--- src/rtl/refclk_pkg.sv ---
package refclk_pkg;

   localparam int NUM_RATES = 8;
   localparam int SEL_W     = $clog2(NUM_RATES);

   // reference rate in Hz for each select code; order is the select encoding
   function automatic int rate_hz(input int idx);
      case (idx)
         0: return 1000;
         1: return 3000;
         2: return 5000;
         3: return 3125;
         4: return 6250;
         5: return 12500;
         6: return 15000;
         default: return 25000;
      endcase
   endfunction

   function automatic int ratio_for(input int clk_hz, input int idx);
      return clk_hz / rate_hz(idx);
   endfunction

   function automatic int max_ratio(input int clk_hz);
      int m;
      m = 0;
      for (int i = 0; i < NUM_RATES; i++)
         if (ratio_for(clk_hz, i) > m) m = ratio_for(clk_hz, i);
      return m;
   endfunction

   function automatic int min_ratio(input int clk_hz);
      int m;
      m = ratio_for(clk_hz, 0);
      for (int i = 1; i < NUM_RATES; i++)
         if (ratio_for(clk_hz, i) < m) m = ratio_for(clk_hz, i);
      return m;
   endfunction

endpackage

--- src/rtl/ref_divider.sv ---
module ref_divider
   import refclk_pkg::*;
#(
   parameter int CLK_HZ = 75000,
   parameter int CNT_W  = $clog2(max_ratio(CLK_HZ) + 1)
) (
   input  logic             clk,
   input  logic             rst,
   input  logic [SEL_W-1:0] sel,
   output logic             stb
);

   logic [CNT_W-1:0] term_tab [NUM_RATES];
   logic [CNT_W-1:0] cnt_q;
   logic [CNT_W-1:0] term_q;
   logic [CNT_W-1:0] term_nxt;
   logic             wrap;

   // terminal values (ratio - 1), one per select code
   for (genvar g = 0; g < NUM_RATES; g++) begin : g_tab
      if ((CLK_HZ % rate_hz(g)) != 0) begin : g_bad_rate
         $error("CLK_HZ not an integer multiple of rate %0d", g);
      end
      assign term_tab[g] = CNT_W'(ratio_for(CLK_HZ, g) - 1);
   end

   if (min_ratio(CLK_HZ) < 2) begin : g_bad_min
      $error("every ratio must be at least 2 for a one-cycle strobe");
   end
   if ((1 << CNT_W) <= max_ratio(CLK_HZ)) begin : g_bad_w
      $error("CNT_W too narrow for the largest ratio");
   end

   assign term_nxt = term_tab[sel];
   assign wrap     = (cnt_q == term_q);

   always_ff @(posedge clk) begin
      if (rst) begin
         cnt_q  <= '0;
         term_q <= term_nxt;
         stb    <= 1'b0;
      end else if (wrap) begin
         cnt_q  <= '0;
         term_q <= term_nxt;
         stb    <= 1'b1;
      end else begin
         cnt_q  <= cnt_q + 1'b1;
         stb    <= 1'b0;
      end
   end

   AST_STB_SINGLE: assert property (@(posedge clk) disable iff (rst)
      stb |=> !stb);

   AST_STB_AT_WRAP: assert property (@(posedge clk) disable iff (rst)
      stb |-> (cnt_q == '0));

   AST_CNT_RANGE: assert property (@(posedge clk) disable iff (rst)
      cnt_q <= term_q);

   AST_TERM_HOLD: assert property (@(posedge clk) disable iff (rst)
      !wrap |=> $stable(term_q));

endmodule

--- src/rtl/timebase_div.sv ---
module timebase_div #(
   parameter int PERIOD = 9375,
   parameter int HIGH   = 3750,
   parameter int W      = $clog2(PERIOD)
) (
   input  logic clk,
   input  logic rst,
   output logic tb
);

   logic [W-1:0] tcnt_q;
   logic [W-1:0] tcnt_nxt;

   if (HIGH < 1 || HIGH >= PERIOD) begin : g_bad_duty
      $error("HIGH must lie strictly inside the period");
   end
   if ((1 << W) < PERIOD) begin : g_bad_w
      $error("W too narrow for PERIOD");
   end

   assign tcnt_nxt = (tcnt_q == W'(PERIOD - 1)) ? '0 : tcnt_q + 1'b1;

   always_ff @(posedge clk) begin
      if (rst) begin
         tcnt_q <= '0;
         tb     <= 1'b0;
      end else begin
         tcnt_q <= tcnt_nxt;
         tb     <= (tcnt_nxt < W'(HIGH));
      end
   end

   AST_TB_RANGE: assert property (@(posedge clk) disable iff (rst)
      tcnt_q < W'(PERIOD));

   AST_TB_FALL_POS: assert property (@(posedge clk) disable iff (rst)
      $fell(tb) |-> (tcnt_q == W'(HIGH)));

   AST_TB_RISE_POS: assert property (@(posedge clk) disable iff (rst)
      $rose(tb) |-> (tcnt_q <= W'(1)));

endmodule

--- src/rtl/port_mux.sv ---
module port_mux #(
   parameter int NPORT  = 6,
   parameter int TB_BIT = 0
) (
   input  logic [NPORT-1:0] data,
   input  logic             tb_en,
   input  logic             tb,
   output logic [NPORT-1:0] pout
);

   if (TB_BIT < 0 || TB_BIT >= NPORT) begin : g_bad_bit
      $error("TB_BIT outside the port");
   end

   for (genvar g = 0; g < NPORT; g++) begin : g_bit
      if (g == TB_BIT) begin : g_ovr
         assign pout[g] = tb_en ? tb : data[g];
      end else begin : g_pass
         assign pout[g] = data[g];
      end
   end

endmodule

--- src/rtl/xtal_ref_timebase.sv ---
module xtal_ref_timebase
   import refclk_pkg::*;
#(
   parameter int CLK_HZ      = 75000,
   parameter int TB_HZ       = 8,
   parameter int TB_DUTY_PCT = 40,
   parameter int NPORT       = 6,
   parameter int TB_BIT      = 0
) (
   input  logic             clk,
   input  logic             rst,
   input  logic [SEL_W-1:0] ref_sel,
   input  logic             tb_en,
   input  logic [NPORT-1:0] port_data,
   output logic             ref_stb,
   output logic             tbase,
   output logic [NPORT-1:0] port_out
);

   localparam int TB_PERIOD = CLK_HZ / TB_HZ;
   localparam int TB_HIGH   = (TB_PERIOD * TB_DUTY_PCT) / 100;

   if ((CLK_HZ % TB_HZ) != 0) begin : g_bad_tb
      $error("time base rate must divide the clock rate");
   end
   if (TB_DUTY_PCT < 1 || TB_DUTY_PCT > 99) begin : g_bad_pct
      $error("duty percentage out of range");
   end

   ref_divider #(.CLK_HZ(CLK_HZ)) i_ref (
      .clk (clk),
      .rst (rst),
      .sel (ref_sel),
      .stb (ref_stb)
   );

   timebase_div #(.PERIOD(TB_PERIOD), .HIGH(TB_HIGH)) i_tb (
      .clk (clk),
      .rst (rst),
      .tb  (tbase)
   );

   port_mux #(.NPORT(NPORT), .TB_BIT(TB_BIT)) i_mux (
      .data  (port_data),
      .tb_en (tb_en),
      .tb    (tbase),
      .pout  (port_out)
   );

endmodule

--- config.mk ---
export PLATFORM = sky130hd
export DESIGN_NAME = xtal_ref_timebase
export DESIGN_NICKNAME = d
export VERILOG_FILES = /design/src/rtl/refclk_pkg.sv /design/src/rtl/ref_divider.sv /design/src/rtl/timebase_div.sv /design/src/rtl/port_mux.sv /design/src/rtl/xtal_ref_timebase.sv
export SDC_FILE = /design/constraint.sdc
export NUM_CORES = 1
export LEC_CHECK = 0
export BUFFER_PORTS_ARGS = -buffer_cell sky130_fd_sc_hd__buf_2
export CAP_MARGIN = 10
export CORE_ASPECT_RATIO = 1.5
export CORE_MARGIN = 2
export CORE_UTILIZATION = 57
export DETAILED_ROUTE_END_ITERATION = 10
export HOLD_SLACK_MARGIN = 0.12
export PLACE_DENSITY = 0.85
export SLEW_MARGIN = 20
export SYNTH_ARGS = -nofsm -noshare
export SYNTH_HDL_FRONTEND = slang
export SYNTH_SLANG_ARGS = --single-unit
--- constraint.sdc ---
create_clock -name clk -period 1.8 [get_ports clk]
set_input_delay 0.09 -clock clk [delete_from_list [all_inputs] [get_ports clk]]
set_output_delay 0.09 -clock clk [all_outputs]
set_load 0.05 [all_outputs]
==> flow_metrics.tcl <==
set metrics [dict create \
    report.final.setup_viol 0 \
    sw_frac_of_total_pct 25.2 \
    hold_ws_ns 0.144 \
    synth_cell_types 40 \
    starting_utilization_of_the_core_area_pct 60.3 \
    fin_crit_ns 1.65 \
    flow.area_growth_from_synthesis_pct 9.08 \
    core_sq_mm 0.00268 \
    grt_start_max_net_pins 11 \
    dr_total_vias 1235 \
    aggregate_routed_wire_length_um 3070 \
    grt_pass1_wl_um 5050 \
    holdCritPathClass "in -> reg" \
    layout_setup_ws_ns 0.147 \
    remaining_drc_errors 0 \
    achievable-frequency_ghz 0.605 \
    fraction_of_the_yosys_area_taken_by_sequential_cells_pct 39.7 \
    power_frac_clock_pct 38.4 \
    post_synth_design_cell_area_sq_mm 0.00161 \
    synth_nets 189 \
    firstDrtPassIters 4 \
    post_synth.cell_area_avg_sq_um 9.49 \
    count_of_buffers_added_by_post_cts_timing_repair_for_setup 0 \
    hpwlAfterDp_um 2320 \
    drtAntennaViolNets 0 \
    gp_congestion 0.944 \
    post-place-ws_ns 0.0811 \
    fp-row-count 23 \
    global_route.usage.total_pct 21.5 \
    worst_ep_arrival_time_ns 1.83 \
    antenna_found_initial 0 \
    power_density_mw_per_mm2 765 \
    placed_cells_incl_taps 207 \
    final_layout_size_suffix_gt1_share_pct 19.6 \
    max_cap_violations 0 \
    n_antenna_cell 0 \
    switching_power_uw 339 \
    clock_tree.root_cell "sky130_fd_sc_hd__clkbuf_8" \
    cts.htree.levels 2 \
    grt_pass1_vias 1204 \
    cell_count_after_synthesis 170 \
    combPwrFrac_pct 8.5 \
    fp.dieH_um 69.1 \
    worstSkewPairLatency_ns 0.29 \
    chipWidth_um 47.4 \
    tightestPinTransition_ns 0.416 \
    power.internal_mw 1.01 \
    synth-warning-count 0 \
    tritoncts_clock_tree "yes" \
    portBuffers 9 \
    final_core_area_utilization_pct 65.7 \
    finalMaxSlewViolations 0 \
    startpoint_type "flop" \
    worst-setup-path-type "reg -> reg" \
    wl_per_cell_um 14.2 \
    vdd_ir_max_mv 0.565 \
    fin_setup_tns_ns 0 \
    numClockSinks 29 \
    clock_skew_ns 0.00535 \
    number_of_flip_flops_and_latches_in_the_synthesized_netlist 29 \
    viasPerCell 5.72 \
    remaining_global_route_overflow 0 \
    p_leak_nw 0.705 \
    worstPathMaxFanout 6 \
    fin_nets 197 \
    non_filler_instance_count_after_layout 216 \
    required_ns 1.98 \
    die_area_sq_mm 0.00328 \
    top_level_ports 20 \
    max-clock-path-buffers 2 \
    tritoncts.num_buffers 5 \
    grt_setup_unrepaired "no" \
    finalHoldViolCount 0 \
    endpoint_kind "flop" \
    final.period_utilization_pct 91.8 \
    timing.slew.headroom_pct 72.0 \
    power.share.sequential_pct 53.2 \
    first_iter_violations 29 \
    run_status "finished, final reports clean" \
    path_clk_slew_ns 0.06 \
]
==> cell usage after synthesis <==
cell type,count,area (sq um)
sky130_fd_sc_hd__nand4_1,1,6.26
sky130_fd_sc_hd__a41o_1,1,10.0
sky130_fd_sc_hd__a211oi_2,1,12.5
sky130_fd_sc_hd__nand4_2,2,25.0
sky130_fd_sc_hd__dfxtp_1,23,460
sky130_fd_sc_hd__xor2_1,9,78.8
sky130_fd_sc_hd__or2_2,1,6.26
sky130_fd_sc_hd__o21ai_0,3,15.0
sky130_fd_sc_hd__and2_1,1,6.26
sky130_fd_sc_hd__xnor2_1,15,131
sky130_fd_sc_hd__nand2b_1,2,12.5
sky130_fd_sc_hd__nor3_4,2,32.5
sky130_fd_sc_hd__buf_4,10,75.1
sky130_fd_sc_hd__a2bb2oi_1,1,8.76
sky130_fd_sc_hd__buf_2,2,10.0
sky130_fd_sc_hd__clkbuf_1,1,3.75
sky130_fd_sc_hd__mux2_2,2,22.5
sky130_fd_sc_hd__nand2_1,7,26.3
sky130_fd_sc_hd__nor2_1,30,113
sky130_fd_sc_hd__nand2_4,1,11.3
sky130_fd_sc_hd__edfxtp_1,6,180
sky130_fd_sc_hd__and3b_1,1,8.76
sky130_fd_sc_hd__a211o_2,1,10.0
sky130_fd_sc_hd__nand4b_1,1,8.76
sky130_fd_sc_hd__o31a_1,1,8.76
sky130_fd_sc_hd__nand3_1,7,35.0
sky130_fd_sc_hd__mux2i_1,3,30.0
sky130_fd_sc_hd__and3_1,1,6.26
sky130_fd_sc_hd__ha_1,7,87.6
sky130_fd_sc_hd__a22oi_1,1,7.51
sky130_fd_sc_hd__a31oi_1,3,18.8
sky130_fd_sc_hd__o22ai_1,1,6.26
sky130_fd_sc_hd__o2bb2ai_1,1,8.76
sky130_fd_sc_hd__and4_2,1,10.0
sky130_fd_sc_hd__nor4_1,3,18.8
sky130_fd_sc_hd__a21o_1,1,7.51
sky130_fd_sc_hd__nor3_1,3,15.0
sky130_fd_sc_hd__inv_1,9,33.8
sky130_fd_sc_hd__nand3_4,1,17.5
sky130_fd_sc_hd__nor4b_1,3,26.3
==> worst max-delay path, stage by stage, from the launching register on <==
cell	delay, ns
sky130_fd_sc_hd__dfxtp_1	0.46
sky130_fd_sc_hd__ha_4	0.22
sky130_fd_sc_hd__and4_2	0.28
sky130_fd_sc_hd__and3b_1	0.24
sky130_fd_sc_hd__o2bb2ai_1	0.10
sky130_fd_sc_hd__a31oi_1	0.19
sky130_fd_sc_hd__a211oi_2	0.06
==> power by group through the flow <==
stage / sequential (mW) / combinational [mW] / clock [mW]
floorplan: 0.726 / 0.108 / 0
global placement: 0.726 / 0.102 / 0
detailed placement: 0.728 / 0.111 / 0
CTS: 0.714 / 0.113 / 0.531
global route: 0.718 / 0.129 / 0.550
finish: 0.716 / 0.114 / 0.516
==> path summary, 6_finish.rpt <==
kind | from | to | cells after the start | slack, ns
worst max-delay path | i_tb.tcnt_q[0] | i_tb.tb | 6 | 0.15
worst min-delay path | ref_sel[1] | i_ref.term_q[6] | 2 | 0.14
worst max register to register | i_tb.tcnt_q[0] | i_tb.tb | 6 | 0.15
worst min register to register | i_ref.cnt_q[0] | i_ref.cnt_q[0] | 1 | 0.48
==> cells in the final DEF, fill, tap and decap left out, types with 2 or more instances in the layout <==
cell                       count
sky130_fd_sc_hd__a31oi_1       3
sky130_fd_sc_hd__o21ai_0       3
sky130_fd_sc_hd__dfxtp_1      23
sky130_fd_sc_hd__nor4_1        3
sky130_fd_sc_hd__mux2i_1       3
sky130_fd_sc_hd__xor2_1        9
sky130_fd_sc_hd__nand2_1       7
sky130_fd_sc_hd__mux2_2        2
sky130_fd_sc_hd__nand4_2       2
sky130_fd_sc_hd__xnor2_1      15
sky130_fd_sc_hd__ha_1          6
sky130_fd_sc_hd__buf_2         9
sky130_fd_sc_hd__nor4b_1       2
sky130_fd_sc_hd__edfxtp_1      6
sky130_fd_sc_hd__nor3_4        2
sky130_fd_sc_hd__nor3_1        3
sky130_fd_sc_hd__nor2_1       30
sky130_fd_sc_hd__nand3_1       7
sky130_fd_sc_hd__clkinv_2      2
sky130_fd_sc_hd__clkbuf_8      5
sky130_fd_sc_hd__inv_1         9
sky130_fd_sc_hd__buf_4         4
==> repair_timing <==
item | in CTS | in global routing
endpoints found under the hold margin | 2 | 0
resized for setup | 0 | 4
hold buffers | 1 | 0
setup endpoints to repair | 0 | 14
==> metrics by stage <==
step           total power [mW]  cell area (sq um)
2_1_floorplan             0.834               1610
3_3_place_gp              0.828               1650
3_5_place_dp              0.839               1650
4_1_cts                    1.36               1740
5_1_grt                    1.40               1760
6_report                   1.35               1760
==> cell families (layout without fill, tap and decap cells) <==
| family | after synthesis | in the layout | synth area share [%] |
|---|---|---|---|
| adder cells (fa/ha/maj) | 7 | 7 | 5.43 |
| XOR/XNOR | 24 | 24 | 13.0 |
| multiplexers | 5 | 5 | 3.26 |
| AO/OA/AOI/OAI | 15 | 15 | 7.06 |
| AND/OR/NAND/NOR | 68 | 68 | 23.9 |
| flip-flops | 29 | 29 | 39.7 |
| buffers and inverters | 22 | 31 | 7.60 |
==> per-layer routing <==
| metal | track usage, % | wire length [um] | part of all wire (%) |
|---|---|---|---|
| met5 | 0 | 0 | 0 |
| met4 | 12.3 | 114 | 3.7 |
| met3 | 4.19 | 81 | 2.6 |
| met2 | 38.9 | 1770 | 58 |
| met1 | 20.1 | 1110 | 36 |
==> registers in the layout, indices dropped and copies added (netlist names) <==
register,flops
i_ref.cnt_q,7
i_ref.stb,1
i_ref.term_q,6
i_tb.tb,1
i_tb.tcnt_q,14
==> area by class of cell <==
class	instances	area (sq um)
multi-input combinational	119	871
timing repair buffer	14	85.1
tap	37	46.3
sequential	29	641
clock inverter	2	10.0
clock buffer	6	72.6
inverter	9	33.8
fill	224	917
(Power assumes the default switching activity.)
